**config.mk**
```make
export PLATFORM = sky130hd
export DESIGN_NAME = rz_word_rx
export DESIGN_NICKNAME = d
export VERILOG_FILES = /design/src/rtl/rzrx_pkg.sv /design/src/rtl/rzrx_bit_slicer.sv /design/src/rtl/rzrx_word_builder.sv /design/src/rtl/rzrx_status.sv /design/src/rtl/rz_word_rx.sv
export SDC_FILE = /design/constraint.sdc
export NUM_CORES = 1
export LEC_CHECK = 0
export ABC_AREA = 1
export BUFFER_PORTS_ARGS = -buffer_cell sky130_fd_sc_hd__buf_2
export CORE_ASPECT_RATIO = 1.25
export CORE_MARGIN = 2
export CORE_UTILIZATION = 55
export CTS_BUF_LIST = sky130_fd_sc_hd__clkbuf_16
export DETAILED_ROUTE_END_ITERATION = 8
export PLACE_DENSITY = 0.85
export SLEW_MARGIN = 0
export SYNTH_ARGS = -nofsm -noshare
export SYNTH_HDL_FRONTEND = slang
export SYNTH_SLANG_ARGS = --single-unit
```
**constraint.sdc**
```tcl
create_clock -name clk -period 2.35 [get_ports clk]
set_clock_uncertainty 0.15 [all_clocks]
set_input_delay 0.1175 -clock clk [delete_from_list [all_inputs] [get_ports clk]]
set_output_delay 0.1175 -clock clk [all_outputs]
set_load 0.1 [all_outputs]
```
**src/rtl/rzrx_pkg.sv**
```systemverilog
package rzrx_pkg;

    typedef enum logic [2:0] {
        ST_WAITGAP,
        ST_IDLE,
        ST_RECV,
        ST_TAIL,
        ST_DROP
    } asm_state_e;

    typedef struct packed {
        logic stb;
        logic ok;
        logic val;
    } bit_evt_t;

endpackage

```
**src/rtl/rzrx_bit_slicer.sv**
```systemverilog
module rzrx_bit_slicer
    import rzrx_pkg::*;
#(
    parameter int SYNC_STAGES = 2,
    parameter int MIN_HIGH    = 2,
    parameter int GAP_NULL    = 12,
    parameter int CNTW        = 4
) (
    input  logic     clk,
    input  logic     rst_n,
    input  logic     line_one,
    input  logic     line_zero,
    output bit_evt_t evt,
    output logic     gap
);
    localparam int NW = $clog2(GAP_NULL + 1);
    localparam logic [CNTW-1:0] HMAX = '1;
    localparam logic [CNTW-1:0] MINH = CNTW'(MIN_HIGH);
    localparam logic [NW-1:0]   GAPV = NW'(GAP_NULL);

    typedef struct packed {
        logic [SYNC_STAGES-1:0] sy1;
        logic [SYNC_STAGES-1:0] sy0;
        logic [CNTW-1:0]        n1;
        logic [CNTW-1:0]        n0;
        logic                   both;
        logic                   busy;
        logic [NW-1:0]          nul;
        logic                   stb;
        logic                   ok;
        logic                   val;
    } slicer_t;

    slicer_t q, d;
    logic r1, r0;

    assign r1 = q.sy1[SYNC_STAGES-1];
    assign r0 = q.sy0[SYNC_STAGES-1];

    always_comb begin
        d     = q;
        d.stb = 1'b0;
        d.ok  = 1'b0;
        d.val = 1'b0;
        d.sy1 = {q.sy1[SYNC_STAGES-2:0], line_one};
        d.sy0 = {q.sy0[SYNC_STAGES-2:0], line_zero};
        if (r1 || r0) begin
            d.busy = 1'b1;
            d.nul  = '0;
            if (r1 && r0) d.both = 1'b1;
            if (r1 && q.n1 != HMAX) d.n1 = q.n1 + 1'b1;
            if (r0 && q.n0 != HMAX) d.n0 = q.n0 + 1'b1;
        end else begin
            if (q.nul != GAPV) d.nul = q.nul + 1'b1;
            if (q.busy) begin
                d.stb  = 1'b1;
                d.val  = (q.n1 != '0);
                d.ok   = !q.both &&
                         ((q.n1 >= MINH && q.n0 == '0) ||
                          (q.n0 >= MINH && q.n1 == '0));
                d.busy = 1'b0;
                d.both = 1'b0;
                d.n1   = '0;
                d.n0   = '0;
            end
        end
    end

    always_ff @(posedge clk) begin
        if (!rst_n) q <= '0;
        else        q <= d;
    end

    assign evt.stb = q.stb;
    assign evt.ok  = q.ok;
    assign evt.val = q.val;
    assign gap     = (q.nul == GAPV);

endmodule

```
**src/rtl/rzrx_word_builder.sv**
```systemverilog
module rzrx_word_builder
    import rzrx_pkg::*;
#(
    parameter int WORD_BITS = 32,
    parameter int BYTE_BITS = 8
) (
    input  logic                 clk,
    input  logic                 rst_n,
    input  logic                 rx_en,
    input  logic                 mode_word,
    input  bit_evt_t             evt,
    input  logic                 gap,
    input  logic                 label_hit,
    output logic                 label_strobe,
    output logic [BYTE_BITS-1:0] label_out,
    output logic                 pub_valid,
    output logic [WORD_BITS-1:0] pub_data,
    output logic                 pub_first,
    output logic                 err_parity,
    output logic                 err_frame,
    output logic                 word_end
);
    localparam int CW = $clog2(WORD_BITS + 1);
    localparam int IW = $clog2(WORD_BITS);
    localparam logic [CW-1:0] FULL  = CW'(WORD_BITS);
    localparam logic [CW-1:0] BYTEC = CW'(BYTE_BITS);

    typedef struct packed {
        asm_state_e           st;
        logic [CW-1:0]        cnt;
        logic [WORD_BITS-1:0] shreg;
        logic                 pend;
    } build_t;

    build_t q, d;
    logic                 parity_ok;
    logic [WORD_BITS-1:0] shifted;
    logic [CW-1:0]        cnt_nx;

    assign parity_ok    = ^q.shreg;
    assign shifted      = q.shreg >> (q.cnt - BYTEC);
    assign cnt_nx       = q.cnt + 1'b1;
    assign label_out    = q.shreg[BYTE_BITS-1:0];
    assign label_strobe = rx_en && q.pend && (q.cnt == BYTEC);

    always_comb begin
        d          = q;
        pub_valid  = 1'b0;
        pub_data   = '0;
        pub_first  = 1'b0;
        err_parity = 1'b0;
        err_frame  = 1'b0;
        word_end   = 1'b0;

        if (!rx_en) begin
            if (q.st == ST_RECV) word_end = 1'b1;
            d.st   = ST_WAITGAP;
            d.cnt  = '0;
            d.pend = 1'b0;
        end else if (q.pend) begin
            d.pend = 1'b0;
            if (q.cnt == BYTEC && !label_hit) begin
                d.st     = ST_DROP;
                word_end = 1'b1;
            end else begin
                if (q.cnt == FULL) begin
                    word_end = 1'b1;
                    d.st     = ST_TAIL;
                    if (!parity_ok) err_parity = 1'b1;
                end
                if (!mode_word) begin
                    if (q.cnt != FULL || parity_ok) begin
                        pub_valid = 1'b1;
                        pub_data  = {{(WORD_BITS-BYTE_BITS){1'b0}},
                                     shifted[BYTE_BITS-1:0]};
                        pub_first = (q.cnt == BYTEC);
                    end
                end else if (q.cnt == FULL && parity_ok) begin
                    pub_valid = 1'b1;
                    pub_data  = q.shreg;
                    pub_first = 1'b1;
                end
            end
        end else if (evt.stb) begin
            case (q.st)
                ST_IDLE: begin
                    if (evt.ok) begin
                        d.shreg = {{(WORD_BITS-1){1'b0}}, evt.val};
                        d.cnt   = CW'(1);
                        d.st    = ST_RECV;
                    end else begin
                        err_frame = 1'b1;
                        d.st      = ST_WAITGAP;
                    end
                end
                ST_RECV: begin
                    if (evt.ok) begin
                        d.shreg[q.cnt[IW-1:0]] = evt.val;
                        d.cnt  = cnt_nx;
                        d.pend = ((cnt_nx % BYTEC) == '0);
                    end else begin
                        err_frame = 1'b1;
                        word_end  = 1'b1;
                        d.st      = ST_WAITGAP;
                    end
                end
                ST_TAIL: begin
                    err_frame = 1'b1;
                    d.st      = ST_WAITGAP;
                end
                default: ;
            endcase
        end else if (gap) begin
            case (q.st)
                ST_WAITGAP, ST_DROP, ST_TAIL: d.st = ST_IDLE;
                ST_RECV: begin
                    err_frame = 1'b1;
                    word_end  = 1'b1;
                    d.st      = ST_IDLE;
                end
                default: ;
            endcase
        end
    end

    always_ff @(posedge clk) begin
        if (!rst_n) begin
            q    <= '0;
            q.st <= ST_WAITGAP;
        end else begin
            q <= d;
        end
    end

endmodule

```
**src/rtl/rzrx_status.sv**
```systemverilog
module rzrx_status #(
    parameter int WORD_BITS = 32
) (
    input  logic                 clk,
    input  logic                 rst_n,
    input  logic                 data_read,
    input  logic                 hold_set,
    input  logic                 pub_valid,
    input  logic [WORD_BITS-1:0] pub_data,
    input  logic                 pub_first,
    input  logic                 err_parity,
    input  logic                 err_frame,
    input  logic                 word_end,
    output logic [WORD_BITS-1:0] rx_data,
    output logic                 rx_ready,
    output logic                 first_flag,
    output logic                 overrun_err,
    output logic                 parity_err,
    output logic                 framing_err,
    output logic                 hold_armed
);
    typedef struct packed {
        logic [WORD_BITS-1:0] data;
        logic                 ready;
        logic                 first;
        logic                 ovr;
        logic                 par;
        logic                 frm;
        logic                 hold;
    } stat_t;

    stat_t q, d;

    always_comb begin
        d = q;
        if (data_read) begin
            d.ready = 1'b0;
            d.first = 1'b0;
            d.ovr   = 1'b0;
            d.par   = 1'b0;
            d.frm   = 1'b0;
        end
        if (pub_valid) begin
            d.data  = pub_data;
            d.first = pub_first;
            if (q.ready && !data_read) d.ovr = 1'b1;
            if (!q.hold) d.ready = 1'b1;
        end
        if (err_parity) d.par = 1'b1;
        if (err_frame)  d.frm = 1'b1;
        if (word_end)   d.hold = 1'b0;
        if (hold_set)   d.hold = 1'b1;
    end

    always_ff @(posedge clk) begin
        if (!rst_n) q <= '0;
        else        q <= d;
    end

    assign rx_data     = q.data;
    assign rx_ready    = q.ready;
    assign first_flag  = q.first;
    assign overrun_err = q.ovr;
    assign parity_err  = q.par;
    assign framing_err = q.frm;
    assign hold_armed  = q.hold;

endmodule

```
**src/rtl/rz_word_rx.sv**
```systemverilog
module rz_word_rx
    import rzrx_pkg::*;
#(
    parameter int WORD_BITS   = 32,
    parameter int BYTE_BITS   = 8,
    parameter int SYNC_STAGES = 2,
    parameter int MIN_HIGH    = 2,
    parameter int GAP_NULL    = 12,
    parameter int CNTW        = 4
) (
    input  logic                 clk,
    input  logic                 rst_n,
    input  logic                 line_one,
    input  logic                 line_zero,
    input  logic                 rx_en,
    input  logic                 mode_word,
    input  logic                 hold_set,
    input  logic                 data_read,
    input  logic                 label_hit,
    output logic                 label_strobe,
    output logic [BYTE_BITS-1:0] label_out,
    output logic [WORD_BITS-1:0] rx_data,
    output logic                 rx_ready,
    output logic                 first_flag,
    output logic                 parity_err,
    output logic                 framing_err,
    output logic                 overrun_err,
    output logic                 hold_armed
);
    bit_evt_t             evt;
    logic                 gap;
    logic                 pub_valid;
    logic [WORD_BITS-1:0] pub_data;
    logic                 pub_first;
    logic                 err_parity;
    logic                 err_frame;
    logic                 word_end;

    rzrx_bit_slicer #(
        .SYNC_STAGES(SYNC_STAGES),
        .MIN_HIGH   (MIN_HIGH),
        .GAP_NULL   (GAP_NULL),
        .CNTW       (CNTW)
    ) u_slicer (
        .clk      (clk),
        .rst_n    (rst_n),
        .line_one (line_one),
        .line_zero(line_zero),
        .evt      (evt),
        .gap      (gap)
    );

    rzrx_word_builder #(
        .WORD_BITS(WORD_BITS),
        .BYTE_BITS(BYTE_BITS)
    ) u_builder (
        .clk         (clk),
        .rst_n       (rst_n),
        .rx_en       (rx_en),
        .mode_word   (mode_word),
        .evt         (evt),
        .gap         (gap),
        .label_hit   (label_hit),
        .label_strobe(label_strobe),
        .label_out   (label_out),
        .pub_valid   (pub_valid),
        .pub_data    (pub_data),
        .pub_first   (pub_first),
        .err_parity  (err_parity),
        .err_frame   (err_frame),
        .word_end    (word_end)
    );

    rzrx_status #(
        .WORD_BITS(WORD_BITS)
    ) u_status (
        .clk        (clk),
        .rst_n      (rst_n),
        .data_read  (data_read),
        .hold_set   (hold_set),
        .pub_valid  (pub_valid),
        .pub_data   (pub_data),
        .pub_first  (pub_first),
        .err_parity (err_parity),
        .err_frame  (err_frame),
        .word_end   (word_end),
        .rx_data    (rx_data),
        .rx_ready   (rx_ready),
        .first_flag (first_flag),
        .overrun_err(overrun_err),
        .parity_err (parity_err),
        .framing_err(framing_err),
        .hold_armed (hold_armed)
    );

endmodule

```
# After elaboration in Yosys (flattened, before gate mapping)
# Cells that the tools add are included.
# word_totals
register_bits	101
in_bits	9
output_inout_bits	47
elab_cells	166
# op_classes
n_addsub	5
n_lt_le_gt_ge	4
eq_ne	19
n_shift	1
n_mux	65
bitwise_logic	7
reduce_logical	44
# op_table
operator	n
$mux 32	5
$pmux 38 s2	1
$mux 39	1
$mux 38	1
$mux 1	36
$bwmux 32	1
$reduce_xor 32->1	1
$shr 32x6->8	1
$mux 3	9
$mux 14	1
$add 4x1->4 const B	3
$logic_and 1x1->1	12
$mux 4	3
$ne 4x4->1 const B	3
$reduce_bool 2->1	6
$mux 10	1
$ne 2x2->1 const B	5
$reduce_and 5->1	2
$pmux 3 s3	1
$ge 4x2->1 const B	2
$logic_not 4->1	2
$mux 8	1
$reduce_and 2->1	4
$not 1->1	7
29 further kinds	36

# Longest topological paths before layout
# Gate-level depths: netlist of the first run.
# logic_depth
word_depth	8
mapped_depth	17
depth_no_buf	16

# Cells and area by module
# Synthesis of the first run repeated with hierarchy kept, for this count alone.
# hier_totals
hier_cells	1205
hier_area_um2	7448.4
# modules_own_cells
mod	n_inst	cells_per_inst	area_each_um2	seq_area_each_um2
rzrx_word_builder	1	899	5061.1	840.8
rzrx_status	1	166	1345.0	760.7
rzrx_bit_slicer	1	140	1042.2	420.4

# Worst setup path after synthesis of the first run
# No wires, ideal clock.
# synth_timing
path_type	reg-to-output
startpoint	reg u_builder.q[36] in the netlist's numbering
endpoint	out label_strobe
arrival_time_ns	3.001
t_required_ns	2.082
path_slack_ns	-0.918
path_stages_with_launch	6
path_buffers	0
path_cell_list	dfxtp_1 -> ha_1 -> inv_1 -> nor2_4 -> nand4_1 -> nor3_1
# synth_between
elab_chain_len	2
# synth_rtl
item	line	text
from (decl)	rzrx_word_builder.sv:35	build_t q, d;
$eq 6x4->1	rzrx_word_builder.sv:44	assign label_strobe = rx_en && q.pend && (q.cnt == BYTEC);
$logic_and 1x1->1	rzrx_word_builder.sv:44	
to (decl)	rz_word_rx.sv:20	output logic label_strobe,
# No other way between the ends.

# Worst setup path after layout of the first run
# layout_timing
startpoint	reg u_builder.q[37] in the netlist's numbering
endpoint	reg u_status.q, in the netlist u_status.rx_data[31]
# layout_between
elab_chain_len	7
word_cells_on_any_way	17
cone_classes	eq/ne (3); mux (11); reduce/logical (3)
# layout_rtl
item	line	text
$eq 6x6->1 / $ne 6x6->1 (equally long branches)	rzrx_word_builder.sv:78, rzrx_word_builder.sv:72	
$logic_and 1x1->1 / $logic_or 1x1->1 (equally long branches)	rzrx_word_builder.sv:78, rzrx_word_builder.sv:72	
$mux 32, or another cell as far along	rzrx_word_builder.sv:78	end else if (q.cnt == FULL && parity_ok) begin
$mux 32 / $mux 1 (equally long branches)	rzrx_word_builder.sv:71	if (!mode_word) begin
$mux 32 / $mux 1 (equally long branches)	rzrx_word_builder.sv:62	if (q.cnt == BYTEC && !label_hit) begin
$mux 32 / $mux 1 (equally long branches)	rzrx_word_builder.sv:60	end else if (q.pend) begin
$mux 32 / $mux 1 (equally long branches)	rzrx_word_builder.sv:55	if (!rx_en) begin
to (signal assigned)	rzrx_status.sv:56	if (!rst_n) q <= '0;
to (signal assigned)	rzrx_status.sv:57	else q <= d;
to (decl)	rzrx_status.sv:32	stat_t q, d;
# Parallel ways exist; a longest one is shown, timed or not.
# A chain may end at the register's enable or synchronous reset.

==> results of run 1 <==
-- worst max path at each step --
stage,from,end,slack (ps),depth (start not counted)
after floorplan,u_builder.q[34],u_builder.q[39],130,12
after global placement,u_builder.q[36],u_status.rx_data[0],180,13
after CTS,u_builder.q[37],u_status.rx_data[2],40,13
after detailed placement,u_builder.q[37],u_status.rx_data[8],60,11
after global routing,u_builder.q[37],u_status.rx_data[13],-120,12
final,u_builder.q[37],u_status.rx_data[31],50,12
-- per-stage QoR --
step / instances / setup WS (ps)
global route: 1314 / -122
global placement: 1287 / 177
CTS: 1310 / 35.1
floorplan: 1086 / 130
finish: 1314 / 45.3
detailed placement: 1287 / 62.3
-- cells by family after synthesis --
logic type | count (synthesis) | synth area share [%]
AOI/OAI and AO/OA | 208 | 18.6
xor gates and xnor gates | 10 | 1.29
adders and majority gates | 18 | 3.32
buffers and inverters | 161 | 10.8
DFF | 101 | 29.8
and+or+nand+nor | 588 | 36.2
-- state kept, by name, indices dropped and copies added, names as in the netlist, 2 cells and up --
| name | count |
|---|---|
| u_builder.q | 34 |
| u_slicer.d | 2 |
| u_slicer.evt | 3 |
| u_slicer.q | 16 |
| u_builder.label_out | 8 |
| u_status.rx_data | 32 |
-- layer usage --
layer,track usage [%],vias up
li1,-,3658
met1,36.7,3331
met2,50.7,260
met3,4.74,57
met4,12.8,0
met5,0,-
-- critical path, stage by stage, from the launching register on --
cell and delay, ps:
dfxtp_1 320, inv_1 90, ha_1 180, inv_1 70
nor2_4 100, nand4_1 190, nor2_2 250, nor2_2 90
nand2_1 340, nor2_4 90, buf_12 160, a21oi_1 130
nor2_1 60
-- cell type report --
| cell class | count | share of cell area (%) |
|---|---|---|
| well taps | 164 | 2.66 |
| clock inverters | 7 | 0.763 |
| inverters | 107 | 5.28 |
| multi-input cells | 825 | 52.6 |
| clock buffers | 9 | 2.92 |
| repair buffers | 101 | 9.27 |
| flip-flops and latches | 101 | 26.5 |
-- cells in the final DEF (no fill, tap or decap), drive strengths merged --
cell / instances
a211oi: 8
a21oi: 70
a22oi: 1
a311oi: 16
a31o: 1
a32oi: 1
buf: 94
clkbuf: 9
clkinv: 5
clkinvlp: 2
dfxtp: 101
dlygate4sd3: 7
ha: 18
inv: 107
nand2: 412
nand3: 66
nand3b: 4
nand4: 1
nor2: 89
nor3: 10
nor3b: 2
nor4: 1
nor4b: 1
o211a: 1
o211ai: 6
o21ai: 75
o21bai: 1
o22ai: 12
o311a: 12
o31ai: 1
o32ai: 1
o41ai: 2
or2: 3
xnor2: 3
xor2: 7
-- power by group --
| group | total (W) | internal, W | leakage, nW | switching (W) |
|---|---|---|---|---|
| Clock | 0.00146 | 0.000734 | 0.137 | 0.000722 |
| Combinational | 0.000126 | 0.0000386 | 2.78 | 0.0000876 |
| Sequential | 0.00173 | 0.00172 | 0.823 | 0.00000889 |
| Total | 0.00331 | 0.00249 | 3.74 | 0.000818 |
-- synthesized netlist by cell type (8+ instances only) --
cell type / n / area (µm²)
dfxtp_1: 101 / 2020
inv_1: 96 / 360
a21oi_1: 66 / 330
nor2_1: 82 / 308
a311oi_1: 16 / 140
o311a_1: 12 / 120
a211oi_1: 8 / 60.1
nand3_1: 65 / 325
clkbuf_1: 12 / 45.0
buf_2: 15 / 75.1
o21ai_1: 9 / 45.0
ha_1: 18 / 225
o22ai_1: 12 / 75.1
nand2_1: 404 / 1520
nor3_1: 10 / 50.1
o21ai_0: 66 / 330
buf_4: 13 / 97.6
-- repair_timing --
action | CTS | global route
hold endpoints to repair | 9 | 0
setup buffers | 0 | 3
gates resized for setup | 0 | 22
hold buffers | 7 | 0
setup endpoints to repair | 0 | 36
==> impl_metrics.json, run 1 <==
{
  "r2r-start": "u_builder.q[37]",
  "diodes": 0,
  "first_pass_iters": 5,
  "syn_to_final_growth_pct": 13.7,
  "syn_area_um2": 6780,
  "setup_viol": 0,
  "worstHoldPathType": "input pin to register",
  "status": "finished, final reports clean",
  "drt_iter0_markers": 679,
  "avgViaCountPerCell": 5.56,
  "clkLatencyLatePin_ps": 360,
  "setup_tns_ps": 0,
  "start_util_pct": 56.0,
  "leakage_nw": 3.74,
  "cts_made_buffers": 9,
  "finalMaxSlewViolations": 0,
  "synth_async_sr_flop_share_pct": 0,
  "gr-total-overflow": 0,
  "drt_drc_violations_left": 0,
  "fin_area_um2": 7710,
  "min_period_ps": 2300,
  "dpl-instance-area_um2": 7270,
  "synth_flop_cell": "dfxtp_1",
  "ios": 56,
  "die_h_um": 128,
  "wl_met1_mm": 7.93,
  "die_area_um2": 13200,
  "track_usage_pct": 29.8,
  "synth_cells": 1086,
  "ys_warn_count": 0,
  "clock_path_buffers": 2,
  "grt_pass1_vias": 6555,
  "holdWs_ps": 68.3,
  "r2r_slack_ps": 50,
  "synth-seq-cells": 101,
  "criticalPathCategory": "register to register",
  "dr_wl_met2_mm": 9.84,
  "r2r_cells": 12,
  "fmax_mhz": 434,
  "powerDensity_nw_per_um2": 430,
  "cp_max_fo": 11,
  "syn_nets": 1113,
  "critPathRequiredTime_ps": 2460,
  "rsz0062_at_grt": "yes",
  "hold_start": "mode_word",
  "core_area_um2": 12100,
  "ant_nets": 0,
  "fillers": 1094,
  "timing.rr.end": "u_status.rx_data[31]",
  "cts_root_buf": "clkbuf_16",
  "post-route-period-util_pct": 98.1,
  "arrival_ps": 2410,
  "final_hold_viol_count": 0,
  "ys_seq_area_share_pct": 29.8,
  "max_slew_margin_pct": 51.6,
  "multi_input_area_um2": 4050,
  "wire_per_inst_um": 14.9,
  "min_delay_worst_endpoint": "u_status.rx_data[3]",
  "nets": 1172,
  "syn_avg_cell_area_um2": 6.24,
  "final_util_pct": 63.7,
  "htreeDepth": 3,
  "vias": 7306,
  "hpwl_mm": 14.1,
  "grt_max_degree": 67,
  "tightest_slew_ps": 726,
  "end_kind": "register",
  "max_cap_viol_count": 0,
  "worstSetupStartpointType": "register",
  "max-vdd-ir-drop_mv": 0.390,
  "totalWireLength_mm": 19.5,
  "seq_area_um2": 2040,
  "antenna_found_initial": 0,
  "numPortBuffers": 55,
  "total_power_w": 0.00331,
  "top_layer": "met4",
  "layout-drive-gt1-share_pct": 14.0,
  "gp_congestion": 0.977,
  "ys_types": 47,
  "rows": 45,
  "cts.sinks": 101,
  "min_delay_path_depth": 4,
  "grt_pass1_wl_mm": 31.3,
  "synth_edf_count": 0,
  "wl_met3_mm": 1.06,
  "die_w_um": 103,
  "cts_tree": "built",
  "clkTransAtPathRegs_ps": 80
}
(Power assumes the default switching activity.)
==> run 2, diff against run 1 <==
Settings changed: CORE_ASPECT_RATIO 1.25 to 2, CORE_MARGIN 2 to 1.5.
==> run 2 against run 1 <==
Against the previous run: total power up 1.2%; register-to-register slack about the same; clock power about the same; sequential power about the same; combinational power up 3%; critical path depth down 1; largest power group unchanged.
==> impl_metrics.json, run 2 (synthesis gave the netlist of run 1 again) <==
{
  "critPathRequiredTime_ps": 2430,
  "nets": 1181,
  "busiest_layer": "met2",
  "rsz0062_at_grt": "yes",
  "drt_iter0_markers": 940,
  "clkTransAtPathRegs_ps": 70,
  "clkLatencyLatePin_ps": 350,
  "hpwl_mm": 15.6,
  "cp_slowest_cell": "dfxtp_2",
  "max_slew_margin_pct": 51.8,
  "syn_to_final_growth_pct": 15.2,
  "met3_usage_pct": 4.00,
  "totalWireLength_mm": 21.9,
  "rows": 57,
  "mostFrequentLayoutCells": "nand2_1 (399), inv_1 (96), dfxtp_1 (83), nor2_1 (80), nand3_1 (64)",
  "first_pass_iters": 6,
  "diodes": 0,
  "die_area_um2": 13000,
  "cp_cell_sequence": "inv_6, ha_2, inv_1, nor4_4, buf_4, buf_4, o21ai_1, o21ai_1, nand2_1, nor3_1, a211oi_1",
  "dp_slack_ps": -25.3,
  "leakage_nw": 3.79,
  "grt_max_degree": 67,
  "setup_viol": 0,
  "wire_per_inst_um": 16.8,
  "avgViaCountPerCell": 5.82,
  "setup_ws_ps": 34.5,
  "vias": 7599,
  "cp_max_fo": 10,
  "die_w_um": 81.5,
  "cts_made_buffers": 9,
  "core_area_um2": 12100,
  "powerDensity_nw_per_um2": 429,
  "final_common_cell": "nand2_1",
  "slowest_delay_ps": 360,
  "post-route-period-util_pct": 98.5,
  "final_util_pct": 64.8,
  "fmax_mhz": 432,
  "finalMaxSlewViolations": 0,
  "final_hold_viol_count": 0,
  "max_cap_viol_count": 0,
  "track_usage_pct": 33.3,
  "cts_tree": "built",
  "ios": 56,
  "ant_nets": 0,
  "layout-drive-gt1-share_pct": 16.0,
  "criticalPathCategory": "register to register",
  "arrival_ps": 2390,
  "setup_tns_ps": 0,
  "grt_use_met1_pct": 35.2,
  "numPortBuffers": 55,
  "min_period_ps": 2320,
  "status": "finished, final reports clean",
  "die_h_um": 160,
  "gp_congestion": 0.994,
  "top_register": "u_builder.q",
  "drt_drc_violations_left": 0,
  "tightest_slew_ps": 723,
  "htreeDepth": 3,
  "grt_pass1_wl_mm": 33.7,
  "end_kind": "register",
  "max-vdd-ir-drop_mv": 0.574,
  "cts.sinks": 101,
  "met2_usage_pct": 57.4,
  "antenna_found_initial": 0,
  "worstSetupStartpointType": "register",
  "clock_path_buffers": 2,
  "start_util_pct": 56.2,
  "worstHoldPathType": "input pin to register",
  "largest_register_ffs": 34,
  "gr-total-overflow": 0,
  "holdWs_ps": 16.6,
  "cts_root_buf": "clkbuf_16",
  "grt_pass1_vias": 7129
}
## run 2: changes by cell type in the layout (fill, tap and decap cells not counted), moves of 2 or more
cell           before  now
inv_8               2    0
dfxtp_1            86   83
a21oi_1            66   63
dfxtp_2            14   16
dlygate4sd3_1       7    4
nand2_1           404  399
a21oi_2             4    6
nand2_2             5   10
buf_4              33   44
o21ai_1             9   16
o21ai_0            66   59
## run 2: final cells by class
type | instances | area [µm²]
Sequential cell | 101 | 2050
Fill cell | 1075 | 4250
Clock inverter | 6 | 57.6
Inverter | 107 | 409
Tap cell | 147 | 184
Timing Repair Buffer | 109 | 772
Multi-Input combinational cell | 826 | 4110
Clock buffer | 9 | 225
## run 2: where the power goes
| part | leakage [nW] | switching (W) | internal, W |
|---|---|---|---|
| clock network | 0.142 | 0.000679 | 0.000812 |
| logic | 2.82 | 0.0000908 | 0.0000394 |
| registers | 0.825 | 0.00000948 | 0.00172 |
## run 2: what timing repair did
action,4_1_cts,5_1_grt
setup buffers,0,6
pin swaps,0,5
endpoints found under the setup margin,1,41
hold endpoints to repair,5,0
resized for setup,1,47
hold buffers,4,0
cloned,0,2
## run 2: layer usage
layer  up-vias  part of all wire [%]
li1       3665                     -
met1      3463                    36
met2       352                    51
met3       119                   5.4
met4         0                   7.9
met5         -                     0
## run 2: through the flow
step,cell area (µm²),instances,total power [W]
finish,7800,1305,0.00335
global route,7800,1305,0.00342
CTS,7630,1297,0.00333
detailed placement,7310,1278,0.00189
global placement,7310,1278,0.00189
floorplan,6790,1086,0.00185
## run 2: worst paths after layout
path,startpoint,end,slack (ps),cells after the start
max,u_builder.q[33],u_builder.q[39],30,11
min,rx_en,u_status.parity_err,20,3
max reg2reg,u_builder.q[33],u_builder.q[39],30,11
min reg2reg,u_slicer.d[18],u_slicer.q[18],270,2
## run 2: worst max-delay path: cells and delay by family, from the launching register on
kind	cells	cell delay (ps)
adders and majority gates	1	200
AOI/OAI and AO/OA	3	320
and+or+nand+nor	3	630
DFF	1	360
buffers and inverters	4	530
